===== src/rtl/coh_pkg.sv =====
package coh_pkg;

  typedef enum logic [1:0] {
    LN_NONE = 2'd0,
    LN_SH   = 2'd1,
    LN_EX   = 2'd2,
    LN_PEND = 2'd3
  } line_st_e;

  typedef enum logic [2:0] {
    OM_RD   = 3'd0,
    OM_WR   = 3'd1,
    OM_WB   = 3'd2,
    OM_ACK  = 3'd3,
    OM_DATA = 3'd4
  } out_msg_e;

  typedef enum logic [1:0] {
    IM_GNT_SH = 2'd0,
    IM_GNT_EX = 2'd1,
    IM_INV    = 2'd2,
    IM_RECALL = 2'd3
  } in_msg_e;

endpackage


===== src/rtl/coh_line_store.sv =====
module coh_line_store
  import coh_pkg::*;
#(
  parameter int IDX_W  = 2,
  parameter int TAG_W  = 4,
  parameter int DATA_W = 8
) (
  input  logic              clk,
  input  logic              rst,
  input  logic [IDX_W-1:0]  idx,
  output line_st_e          rd_state,
  output logic [TAG_W-1:0]  rd_tag,
  output logic [DATA_W-1:0] rd_data,
  input  logic              wr_st_en,
  input  line_st_e          wr_state,
  input  logic              wr_tag_en,
  input  logic [TAG_W-1:0]  wr_tag,
  input  logic              wr_data_en,
  input  logic [DATA_W-1:0] wr_data
);
  localparam int LINES = 1 << IDX_W;

  line_st_e          st_q   [LINES];
  logic [TAG_W-1:0]  tag_q  [LINES];
  logic [DATA_W-1:0] data_q [LINES];

  // per-line state registers carry the reset; tag and data stay reset-free
  for (genvar g = 0; g < LINES; g++) begin : g_line_state
    always_ff @(posedge clk) begin
      if (rst) begin
        st_q[g] <= LN_NONE;
      end else if (wr_st_en && (idx == IDX_W'(g))) begin
        st_q[g] <= wr_state;
      end
    end
  end

  always_ff @(posedge clk) begin
    if (wr_tag_en) tag_q[idx] <= wr_tag;
  end

  always_ff @(posedge clk) begin
    if (wr_data_en) data_q[idx] <= wr_data;
  end

  assign rd_state = st_q[idx];
  assign rd_tag   = tag_q[idx];
  assign rd_data  = data_q[idx];

endmodule


===== src/rtl/coh_home_resp.sv =====
module coh_home_resp
  import coh_pkg::*;
#(
  parameter int TAG_W  = 4,
  parameter int DATA_W = 8
) (
  input  in_msg_e           in_type,
  input  logic [TAG_W-1:0]  in_tag,
  input  logic [DATA_W-1:0] in_data,
  input  line_st_e          ln_state,
  input  logic [TAG_W-1:0]  ln_tag,
  input  logic [DATA_W-1:0] ln_data,
  output logic              wr_st_en,
  output line_st_e          wr_state,
  output logic              wr_data_en,
  output logic [DATA_W-1:0] wr_data,
  output logic              out_valid,
  output out_msg_e          out_type,
  output logic [DATA_W-1:0] out_data
);
  logic tag_eq;
  assign tag_eq = (ln_tag == in_tag);

  always_comb begin
    wr_st_en   = 1'b0;
    wr_state   = LN_NONE;
    wr_data_en = 1'b0;
    wr_data    = in_data;
    out_valid  = 1'b0;
    out_type   = OM_ACK;
    out_data   = '0;
    unique case (in_type)
      IM_GNT_SH, IM_GNT_EX: begin
        if (ln_state == LN_PEND && tag_eq) begin
          wr_st_en   = 1'b1;
          wr_state   = (in_type == IM_GNT_EX) ? LN_EX : LN_SH;
          wr_data_en = 1'b1;
        end
      end
      IM_INV: begin
        out_valid = 1'b1;
        out_type  = OM_ACK;
        if (ln_state == LN_SH && tag_eq) begin
          wr_st_en = 1'b1;
          wr_state = LN_NONE;
        end
      end
      IM_RECALL: begin
        out_valid = 1'b1;
        if (ln_state == LN_EX && tag_eq) begin
          out_type = OM_DATA;
          out_data = ln_data;
          wr_st_en = 1'b1;
          wr_state = LN_SH;
        end else begin
          out_type = OM_ACK;
        end
      end
      default: ;
    endcase
  end

endmodule


===== src/rtl/coh_cpu_engine.sv =====
module coh_cpu_engine
  import coh_pkg::*;
#(
  parameter int TAG_W  = 4,
  parameter int DATA_W = 8
) (
  input  logic              cpu_write,
  input  logic [TAG_W-1:0]  cpu_tag,
  input  logic [DATA_W-1:0] cpu_wdata,
  input  line_st_e          ln_state,
  input  logic [TAG_W-1:0]  ln_tag,
  input  logic [DATA_W-1:0] ln_data,
  output logic              done,
  output logic [DATA_W-1:0] rdata,
  output logic              wr_st_en,
  output line_st_e          wr_state,
  output logic              wr_tag_en,
  output logic              wr_data_en,
  output logic [DATA_W-1:0] wr_data,
  output logic              out_valid,
  output out_msg_e          out_type,
  output logic              out_victim,
  output logic [DATA_W-1:0] out_data
);
  logic hit;
  assign hit = (ln_state == LN_SH || ln_state == LN_EX) && (ln_tag == cpu_tag);

  always_comb begin
    done       = 1'b0;
    rdata      = '0;
    wr_st_en   = 1'b0;
    wr_state   = LN_NONE;
    wr_tag_en  = 1'b0;
    wr_data_en = 1'b0;
    wr_data    = cpu_wdata;
    out_valid  = 1'b0;
    out_type   = OM_RD;
    out_victim = 1'b0;
    out_data   = '0;
    if (ln_state == LN_PEND) begin
      // stalled: wait for the home reply
    end else if (hit && !cpu_write) begin
      done  = 1'b1;
      rdata = ln_data;
    end else if (hit && ln_state == LN_EX) begin
      done       = 1'b1;
      rdata      = cpu_wdata;
      wr_data_en = 1'b1;
    end else if (hit) begin
      out_valid = 1'b1;
      out_type  = OM_WR;
      wr_st_en  = 1'b1;
      wr_state  = LN_PEND;
    end else if (ln_state == LN_EX) begin
      out_valid  = 1'b1;
      out_type   = OM_WB;
      out_victim = 1'b1;
      out_data   = ln_data;
      wr_st_en   = 1'b1;
      wr_state   = LN_NONE;
    end else begin
      out_valid = 1'b1;
      out_type  = cpu_write ? OM_WR : OM_RD;
      wr_st_en  = 1'b1;
      wr_state  = LN_PEND;
      wr_tag_en = 1'b1;
    end
  end

endmodule


===== src/rtl/coh_cache_agent.sv =====
module coh_cache_agent
  import coh_pkg::*;
#(
  parameter int ADDR_W = 6,
  parameter int IDX_W  = 2,
  parameter int DATA_W = 8
) (
  input  logic              clk,
  input  logic              rst,
  input  logic              cpu_valid,
  input  logic              cpu_write,
  input  logic [ADDR_W-1:0] cpu_addr,
  input  logic [DATA_W-1:0] cpu_wdata,
  output logic              cpu_done,
  output logic [DATA_W-1:0] cpu_rdata,
  input  logic              home_in_valid,
  input  logic [1:0]        home_in_type,
  input  logic [ADDR_W-1:0] home_in_addr,
  input  logic [DATA_W-1:0] home_in_data,
  output logic              msg_out_valid,
  output logic [2:0]        msg_out_type,
  output logic [ADDR_W-1:0] msg_out_addr,
  output logic [DATA_W-1:0] msg_out_data
);
  localparam int TAG_W = ADDR_W - IDX_W;

  logic [IDX_W-1:0]  idx;
  line_st_e          ln_state;
  logic [TAG_W-1:0]  ln_tag;
  logic [DATA_W-1:0] ln_data;
  logic              cpu_go;

  assign cpu_go = cpu_valid && !home_in_valid && !cpu_done;
  assign idx    = home_in_valid ? home_in_addr[IDX_W-1:0] : cpu_addr[IDX_W-1:0];

  // home responder outputs
  logic              hr_st_en, hr_data_en, hr_out_valid;
  line_st_e          hr_state;
  logic [DATA_W-1:0] hr_data, hr_out_data;
  out_msg_e          hr_out_type;

  // processor engine outputs
  logic              ce_done, ce_st_en, ce_tag_en, ce_data_en, ce_out_valid, ce_victim;
  logic [DATA_W-1:0] ce_rdata, ce_data, ce_out_data;
  line_st_e          ce_state;
  out_msg_e          ce_out_type;

  // merged line update
  logic              wr_st_en, wr_tag_en, wr_data_en;
  line_st_e          wr_state;
  logic [DATA_W-1:0] wr_data;

  coh_home_resp #(.TAG_W(TAG_W), .DATA_W(DATA_W)) u_home_resp (
    .in_type    (in_msg_e'(home_in_type)),
    .in_tag     (home_in_addr[ADDR_W-1:IDX_W]),
    .in_data    (home_in_data),
    .ln_state   (ln_state),
    .ln_tag     (ln_tag),
    .ln_data    (ln_data),
    .wr_st_en   (hr_st_en),
    .wr_state   (hr_state),
    .wr_data_en (hr_data_en),
    .wr_data    (hr_data),
    .out_valid  (hr_out_valid),
    .out_type   (hr_out_type),
    .out_data   (hr_out_data)
  );

  coh_cpu_engine #(.TAG_W(TAG_W), .DATA_W(DATA_W)) u_cpu_engine (
    .cpu_write  (cpu_write),
    .cpu_tag    (cpu_addr[ADDR_W-1:IDX_W]),
    .cpu_wdata  (cpu_wdata),
    .ln_state   (ln_state),
    .ln_tag     (ln_tag),
    .ln_data    (ln_data),
    .done       (ce_done),
    .rdata      (ce_rdata),
    .wr_st_en   (ce_st_en),
    .wr_state   (ce_state),
    .wr_tag_en  (ce_tag_en),
    .wr_data_en (ce_data_en),
    .wr_data    (ce_data),
    .out_valid  (ce_out_valid),
    .out_type   (ce_out_type),
    .out_victim (ce_victim),
    .out_data   (ce_out_data)
  );

  always_comb begin
    if (home_in_valid) begin
      wr_st_en   = hr_st_en;
      wr_state   = hr_state;
      wr_tag_en  = 1'b0;
      wr_data_en = hr_data_en;
      wr_data    = hr_data;
    end else begin
      wr_st_en   = cpu_go && ce_st_en;
      wr_state   = ce_state;
      wr_tag_en  = cpu_go && ce_tag_en;
      wr_data_en = cpu_go && ce_data_en;
      wr_data    = ce_data;
    end
  end

  coh_line_store #(.IDX_W(IDX_W), .TAG_W(TAG_W), .DATA_W(DATA_W)) u_lines (
    .clk        (clk),
    .rst        (rst),
    .idx        (idx),
    .rd_state   (ln_state),
    .rd_tag     (ln_tag),
    .rd_data    (ln_data),
    .wr_st_en   (wr_st_en),
    .wr_state   (wr_state),
    .wr_tag_en  (wr_tag_en),
    .wr_tag     (cpu_addr[ADDR_W-1:IDX_W]),
    .wr_data_en (wr_data_en),
    .wr_data    (wr_data)
  );

  always_ff @(posedge clk) begin
    if (rst) begin
      cpu_done      <= 1'b0;
      cpu_rdata     <= '0;
      msg_out_valid <= 1'b0;
      msg_out_type  <= 3'd0;
      msg_out_addr  <= '0;
      msg_out_data  <= '0;
    end else begin
      cpu_done <= cpu_go && ce_done;
      if (cpu_go && ce_done) cpu_rdata <= ce_rdata;
      if (home_in_valid) begin
        msg_out_valid <= hr_out_valid;
        msg_out_type  <= hr_out_type;
        msg_out_addr  <= home_in_addr;
        msg_out_data  <= hr_out_data;
      end else begin
        msg_out_valid <= cpu_go && ce_out_valid;
        msg_out_type  <= ce_out_type;
        msg_out_addr  <= ce_victim ? {ln_tag, idx} : cpu_addr;
        msg_out_data  <= ce_out_data;
      end
    end
  end

endmodule


===== config.mk =====
export PLATFORM = sky130hd
export DESIGN_NAME = coh_cache_agent
export DESIGN_NICKNAME = d
export VERILOG_FILES = /design/src/rtl/coh_pkg.sv /design/src/rtl/coh_line_store.sv /design/src/rtl/coh_home_resp.sv /design/src/rtl/coh_cpu_engine.sv /design/src/rtl/coh_cache_agent.sv
export SDC_FILE = /design/constraint.sdc
export NUM_CORES = 1
export LEC_CHECK = 0
export BUFFER_PORTS_ARGS = -buffer_cell sky130_fd_sc_hd__clkbuf_2
export CAP_MARGIN = 10
export CORE_MARGIN = 3
export CORE_UTILIZATION = 50
export DETAILED_ROUTE_END_ITERATION = 6
export PLACE_DENSITY_LB_ADDON = 0.15
export RECOVER_POWER = 50
export SLEW_MARGIN = 20
export SYNTH_ARGS = -nofsm -noshare
export SYNTH_HDL_FRONTEND = slang
export SYNTH_HIERARCHICAL = 1
export SYNTH_SLANG_ARGS = --single-unit

===== constraint.sdc =====
create_clock -name clk -period 6.4 [get_ports clk]
set_clock_uncertainty 0.1 [all_clocks]
set_input_delay 0.32 -clock clk [delete_from_list [all_inputs] [get_ports clk]]
set_output_delay 0.32 -clock clk [all_outputs]
set_load 0.05 [all_outputs]

==> results of run 1 <==
per-stage QoR:
step / worst slack, ps / instance area, um2
2_1_floorplan: 2920 / 4320
5_1_grt: 1340 / 4610
4_1_cts: 2030 / 4660
3_3_place_gp: 1800 / 4440
3_5_place_dp: 1660 / 4440
6_report: 1710 / 4610
layer usage:
| layer | share of wire [%] | global-route usage [%] |
|---|---|---|
| met5 | 0 | 0 |
| met1 | 46 | 26.0 |
| met3 | 6.4 | 3.96 |
| met2 | 47 | 27.4 |
| met4 | 1.2 | 5.67 |
worst min-delay path, cell delays in order:
cell and delay [ps]:
sky130_fd_sc_hd__clkbuf_2 90, sky130_fd_sc_hd__nor2b_1 100, sky130_fd_sc_hd__a211oi_1 50
layout make-up:
class | count | area, um2 | area share, %
Clock buffer | 9 | 124 | 2.69
Inverter | 7 | 26.3 | 0.570
Clock inverter | 7 | 92.6 | 2.01
Sequential cell | 83 | 2220 | 48.2
Multi-Input combinational cell | 213 | 1740 | 37.6
Tap cell | 105 | 131 | 2.85
Timing Repair Buffer | 63 | 282 | 6.10
power breakdown:
| part | switching, W | internal (W) | leakage (nW) |
|---|---|---|---|
| sequential | 0.00000273 | 0.000584 | 0.737 |
| combinational | 0.000112 | 0.0000592 | 0.773 |
| clock | 0.000207 | 0.000192 | 0.110 |
logic make-up after synthesis:
kind of cell	share of synthesized area, %
other	0.0867
and+or+nand+nor	16.3
AOI/OAI and AO/OA	5.38
DFF	51.4
adders and majority gates	0.868
buffers and inverters	8.31
xor gates and xnor gates	1.62
muxes	16.0
flip-flops by register name (all words and copies together) (netlist names):
register,count
msg_out_type,3
cpu_done,1
u_lines/data_q,32
msg_out_data,8
msg_out_valid,1
msg_out_addr,6
u_lines/tag_q,16
u_lines/st_q,8
cpu_rdata,8
path summary, 6_finish.rpt:
path / startpoint / to / slack (ps) / cells after the start
min: home_in_addr[2] / msg_out_addr[2] / 160 / 3
max: home_in_valid / u_lines/data_q[3][6] / 1710 / 11
max reg2reg: u_lines/st_q[2][0] / u_lines/data_q[3][6] / 2900 / 8
min reg2reg: cpu_rdata[7] / cpu_rdata[7] / 380 / 2
layout by cell type, fill, tap and decap left out, drive strengths merged, types with 3 or more instances in the layout:
master,count
xor2,4
nor2b,9
xnor2,4
clkbuf,70
ha,3
mux2,12
nand3b,6
nand2b,20
mux2i,23
nor3,16
a21oi,10
dfxtp,27
edfxtp,56
mux4,14
nand2,18
a22oi,8
a211oi,5
and2,7
nor2,28
a21o,3
inv,11
==> summary.txt, run 1 <==
Clock tree
  – Clock edge transition at the registers on the reported setup and hold paths: 90 ps
  – Number of resized instances in the post-cts repair step: 0
  – TritonCTS clock tree: yes
  – # H-tree levels: 3
  – Cts hold-fix bufs: 0
  – Post-CTS setup buffers: 0
  – Clk root buf: sky130_fd_sc_hd__clkbuf_8
  – Count of clock tree sinks: 83
  – Insertion delay to the later sink of the worst-skew pair: 360 ps
  – Maximum number of buffers from clock root to sink: 2
  – TritonCTS Buffers: 9

Worst setup path
  – WP data required: 6330 ps
  – CP Launch Type: input pin
  – Critical-path maximum fanout: 36
  – Delay of the slowest cell on the worst path: 970 ps
  – Ordered cell list for the critical path: clkbuf_2 -> buf_4 -> mux2_1 -> mux4_1 -> inv_1 -> ha_1 -> nor2b_1 -> and4_1 -> nand3b_1 -> o21ai_0 -> and3_1
  – Element type at the critical path end: flip-flop
  – Worst setup path category: in2reg
  – Slowest stage cell, crit path: sky130_fd_sc_hd__mux2_1
  – Critical path data arrival time: 4620 ps
  – Count of buffer and inverter cells on the critical path: 3
  – Kind of cell adding the most delay to the critical path: multiplexers

Yosys
  – Number of flops mapped to enable cells by yosys: 56
  – Netlist area before placement: 0.00432 mm2
  – Number of nets in the synthesized netlist: 385
  – Count of different cell masters after synthesis: 49
  – Most numerous cell in the Yosys netlist: sky130_fd_sc_hd__edfxtp_1
  – List of most frequent post-synthesis cells: sky130_fd_sc_hd__edfxtp_1 (56), sky130_fd_sc_hd__nor2_1 (28), sky130_fd_sc_hd__dfxtp_1 (27)
  – Post-Synthesis Mean Instance Area: 12.5 um2
  – Primary flip-flop cell chosen by synthesis mapping: sky130_fd_sc_hd__edfxtp_1
  – Cell type with the highest aggregate area in the netlist: sky130_fd_sc_hd__edfxtp_1
  – Async S/R FF share, synth: 0%
  – Cells after synthesis: 347
  – Top cells by area in the synthesized netlist: sky130_fd_sc_hd__edfxtp_1 (39%), sky130_fd_sc_hd__dfxtp_1 (13%), sky130_fd_sc_hd__mux4_2 (5.7%)
  – Number of synthesized register bits: 83
  – Yosys warning total: 6
  – Sequential share of the synthesized area: 51.4%
  – Portion of synthesized cell area occupied by the leading cell type: 38.9%

Die
  – I/O pin count: 62
  – Die Span Y: 99.0 um
  – Overall die width: 99.0 um
  – Std-Cell Core Area: 0.00830 mm2
  – Count of standard-cell rows: 33
  – Initial Utilization: 52.1%
  – Die area: 0.00980 mm2

Power
  – Max VDD drop: 0.191 mV
  – LEAKAGE: 1.62 nW
  – PD cells: 251 mW/mm2
  – Final Power: 0.00116 W

Timing
  – Number of slew-limit violations in the final report: 0
  – Minimum clock period after layout: 4690 ps
  – Period utilization: 73.3%
  – Achievable clock frequency: 0.213 GHz
  – Final-layout setup total negative slack: 0 ps
  – Hold Violations, Final: 0
  – Setup-violating endpoint count in the final report: 0
  – Tightest hold margin: 160 ps
  – Unrepaired setup endpoints after global routing: false
  – Slew headroom: 24.7%
  – Worst slew pin tran: 1130 ps

Cells and area
  – Non-filler instance count after layout: 487
  – Utilization after layout: 55.6%
  – N_diodes: 0
  – Count of fill cells added during filler insertion: 725
  – Final Net Count: 415
  – Fraction of layout instances using a drive strength above 1: 18.8%
  – Area growth syn-to-layout: 6.71%

Place
  – Estimated wirelength of the detail-placed design: 6.38 mm
  – Inst Count DP: 471
  – Routability-driven placement congestion ratio: 0.819
  – Number of input and output port buffers inserted: 61

Route
  – Drc violations: 0
  – Vias per cell: 5.49
  – Number of nets still failing antenna checks after routing: 0
  – Final routed wire length divided by cell count: 17.4 um
  – Routed wire length: 8.49 mm
  – Number of vias after detailed routing: 2672
  – DR pass1 iterations: 5
  – Iteration-0 DRC Markers: 86

Global routing
  – Global-route wire length before repair: 13.8 mm
  – Vias in the first global route: 2599
  – Largest net degree at the start of global routing: 42
  – Total Routing Usage GR: 18.1%
  – Grt total ovfl: 0
  – Antenna violations before repair: 0

Worst hold path
  – Class of the tightest hold or removal check: in2reg

Job
  – Max-Cap Viols: 0

Status
  – Outcome: finished, final reports clean
No activity file was read; power rests on OpenSTA's default activity.
==> run 2: changes to the inputs <==
==> constraint.sdc (replaced) <==
create_clock -name clk -period 4.55 [get_ports clk]
set_clock_uncertainty 0.1 [all_clocks]
set_input_delay 0.2275 -clock clk [delete_from_list [all_inputs] [get_ports clk]]
set_output_delay 0.2275 -clock clk [all_outputs]
set_load 0.05 [all_outputs]
==> summary.txt, run 2 (synthesis results as in run 1) <==
Status
  – Outcome: complete, but fails checks (was finished, final reports clean)
  – Violated checks: max-capacitance violations, max-slew violations

Power
  – Clk pwr share: 34.2% (was 34.5%)
  – P_int: 0.00118 W (was 0.000835 W)
  – LEAKAGE: 1.63 nW (was 1.62 nW)
  – Final Power: 0.00163 W (was 0.00116 W)
  – PD cells: 352 mW/mm2 (was 251 mW/mm2)
  – NetSw: 0.000456 W (was 0.000322 W)
  – Max VDD drop: 0.212 mV (was 0.191 mV)
  – Combinational power share: 15.2% (was 14.8%)
  – Relative contribution of sequential cells to total power: 50.6% (was 50.7%)
  – Switching Fraction: 27.9% (about the same)

Cells and area
  – Largest register FFs: 32 (unchanged)
  – Final Net Count: 419 (was 415)
  – Register with the highest flop count: u_lines/data_q (unchanged)
  – Sequential cell area: 0.00222 mm2 (unchanged)
  – Most common cell after layout, fill and taps aside: sky130_fd_sc_hd__edfxtp_1 (unchanged)
  – Count of fill cells added during filler insertion: 729 (was 725)
  – Fraction of layout instances using a drive strength above 1: 19.2% (was 18.8%)
  – Non-filler instance count after layout: 491 (was 487)
  – Top library cells by usage in the layout, fill and taps aside: sky130_fd_sc_hd__edfxtp_1 (56), sky130_fd_sc_hd__clkbuf_1 (33), sky130_fd_sc_hd__clkbuf_2 (29) (was sky130_fd_sc_hd__edfxtp_1 (56), sky130_fd_sc_hd__clkbuf_1 (31), sky130_fd_sc_hd__clkbuf_2 (30))
  – Area occupied by multi-input gates: 0.00174 mm2 (unchanged)
  – Total non-filler cell area in the finished layout: 0.00463 mm2 (was 0.00461 mm2)
  – N_diodes: 0 (unchanged)
  – Largest regs: u_lines/data_q x32, u_lines/tag_q x16 (unchanged)
  – Area growth syn-to-layout: 7.09% (was 6.71%)

Clock tree
  – Cts hold-fix bufs: 0 (unchanged)
  – Post-CTS setup buffers: 0 (unchanged)
  – Maximum number of buffers from clock root to sink: 2 (unchanged)
  – Count of clock tree sinks: 83 (unchanged)
  – Number of resized instances in the post-cts repair step: 0 (unchanged)
  – TritonCTS clock tree: yes (unchanged)
  – Clk root buf: sky130_fd_sc_hd__clkbuf_8 (unchanged)
  – TritonCTS Buffers: 9 (unchanged)
  – # H-tree levels: 3 (unchanged)
  – Clock edge transition at the registers on the reported setup and hold paths: 90 ps (about the same)
  – Insertion delay to the later sink of the worst-skew pair: 350 ps (was 360 ps)

Global routing
  – Vias in the first global route: 2661 (was 2599)
  – Antenna violations before repair: 0 (unchanged)
  – Largest net degree at the start of global routing: 42 (unchanged)
  – Total Routing Usage GR: 18.7% (was 18.1%)
  – Grt total ovfl: 0 (unchanged)
  – Global-route wire length before repair: 14.2 mm (was 13.8 mm)

Timing
  – Number of slew-limit violations in the final report: 35 (was 0)
  – Unrepaired setup endpoints after global routing: false (unchanged)
  – Worst slew pin tran: 1890 ps (was 1130 ps)
  – Crit path setup slack, layout: 834 ps (was 1710 ps)
  – Final-layout setup total negative slack: 0 ps (unchanged)
  – Slew headroom: -25.9% (was 24.7%)
  – Setup-violating endpoint count in the final report: 0 (unchanged)
  – Period utilization: 81.7%
  – Hold Violations, Final: 0 (unchanged)
  – Achievable clock frequency: 0.269 GHz
  – Minimum clock period after layout: 3720 ps

Worst setup path
  – Element type at the critical path end: flip-flop (unchanged)
  – Slowest stage cell, crit path: sky130_fd_sc_hd__mux2_1 (unchanged)
  – Ordered cell list for the critical path: clkbuf_1 -> mux2_1 -> mux4_1 -> inv_1 -> ha_1 -> nor3_1 -> buf_4 -> a31oi_1 -> nand3b_1 -> o21ai_0 -> nand3b_1 -> nor3_1 (was clkbuf_2 -> buf_4 -> mux2_1 -> mux4_1 -> inv_1 -> ha_1 -> nor2b_1 -> and4_1 -> nand3b_1 -> o21ai_0 -> and3_1)
  – Critical path data arrival time: 3790 ps (was 4620 ps)
  – Delay of the slowest cell on the worst path: 820 ps (was 970 ps)
  – CP Launch Type: input pin (unchanged)
  – Flop-to-flop setup slack: 1170 ps (was 2900 ps)
  – Critical-path maximum fanout: 26 (was 36)
  – Worst setup path category: in2reg (unchanged)
  – WP data required: 4620 ps (was 6330 ps)

Route
  – DR pass1 iterations: 4 (was 5)
  – Routed wire length: 8.82 mm (was 8.49 mm)
  – Number of nets still failing antenna checks after routing: 0 (unchanged)
  – Iteration-0 DRC Markers: 107 (was 86)
  – Vias per cell: 5.51 (was 5.49)
  – Drc violations: 0 (unchanged)
  – Final routed wire length divided by cell count: 18.0 um (was 17.4 um)
  – Number of vias after detailed routing: 2705 (was 2672)

Place
  – Estimated wirelength of the detail-placed design: 6.57 mm (was 6.38 mm)
  – Inst Count DP: 475 (was 471)
  – Cell Area, Placed: 0.00447 mm2 (was 0.00444 mm2)
  – Routability-driven placement congestion ratio: 0.797 (was 0.819)
  – Number of input and output port buffers inserted: 61 (unchanged)
  – Worst Setup Slack post-DPL: 839 ps (was 1660 ps)

Worst hold path
  – Class of the tightest hold or removal check: in2reg (unchanged)

Die
  – I/O pin count: 62 (unchanged)
  – Overall die width: 99.0 um (unchanged)
  – Initial Utilization: 52.1% (unchanged)
  – Std-Cell Core Area: 0.00830 mm2 (unchanged)
  – Count of standard-cell rows: 33 (unchanged)
  – Die area: 0.00980 mm2 (unchanged)
  – Die Span Y: 99.0 um (unchanged)

Job
  – Max-Cap Viols: 1 (was 0)
-- run 2: cell types whose count changed in the layout (fill, tap and decap cells not counted), sizes merged --
cell    previous run  this run
clkinv             2         3
clkbuf            70        71
buf                2         5
inv               11        10
-- run 2: layout make-up --
class	count	area share (%)
Timing Repair Buffer	67	6.62
Tap cell	105	2.84
Inverter	7	0.568
Clock inverter	7	1.81
Clock buffer	9	2.68
Multi-Input combinational cell	213	37.5
Sequential cell	83	48.0
-- run 2: worst max-delay path, delay by kind of cell --
family                     cells  cell delay [ps]
buffers and inverters          3              390
muxes                          2             1280
and+or+nand+nor                4              650
AOI/OAI and AO/OA              2              900
adders and majority gates      1              300
-- run 2: metal layers --
layer	share of wire [%]	track usage [%]
met5	0	0
met4	1.2	6.41
met3	4.8	2.97
met2	46	28.1
met1	48	27.8
-- run 2: per-stage QoR --
stage                     hold slack, ps  utilization [%]
after floorplan                      226                -
after global placement               357             53.9
after detailed placement             370             53.9
after CTS                           53.3             56.4
after global routing                65.2             55.8
final                               73.1             55.8
-- run 2: path summary, 6_finish.rpt --
path	cells after the start	from	endpoint
setup / recovery	12	home_in_valid	u_lines/st_q[0][1]
hold / removal	3	home_in_addr[5]	msg_out_addr[5]
setup reg to reg	8	u_lines/tag_q[2][3]	u_lines/st_q[0][1]
hold reg to reg	2	cpu_rdata[7]	cpu_rdata[7]
-- run 2: power by group through the flow --
stage	Sequential (W)	Combinational, W	Clock (W)
6_report	0.000826	0.000248	0.000557
5_1_grt	0.000827	0.000272	0.000607
4_1_cts	0.000826	0.000253	0.000573
3_5_place_dp	0.000843	0.000253	0
3_3_place_gp	0.000843	0.000250	0
2_1_floorplan	0.000872	0.000181	0
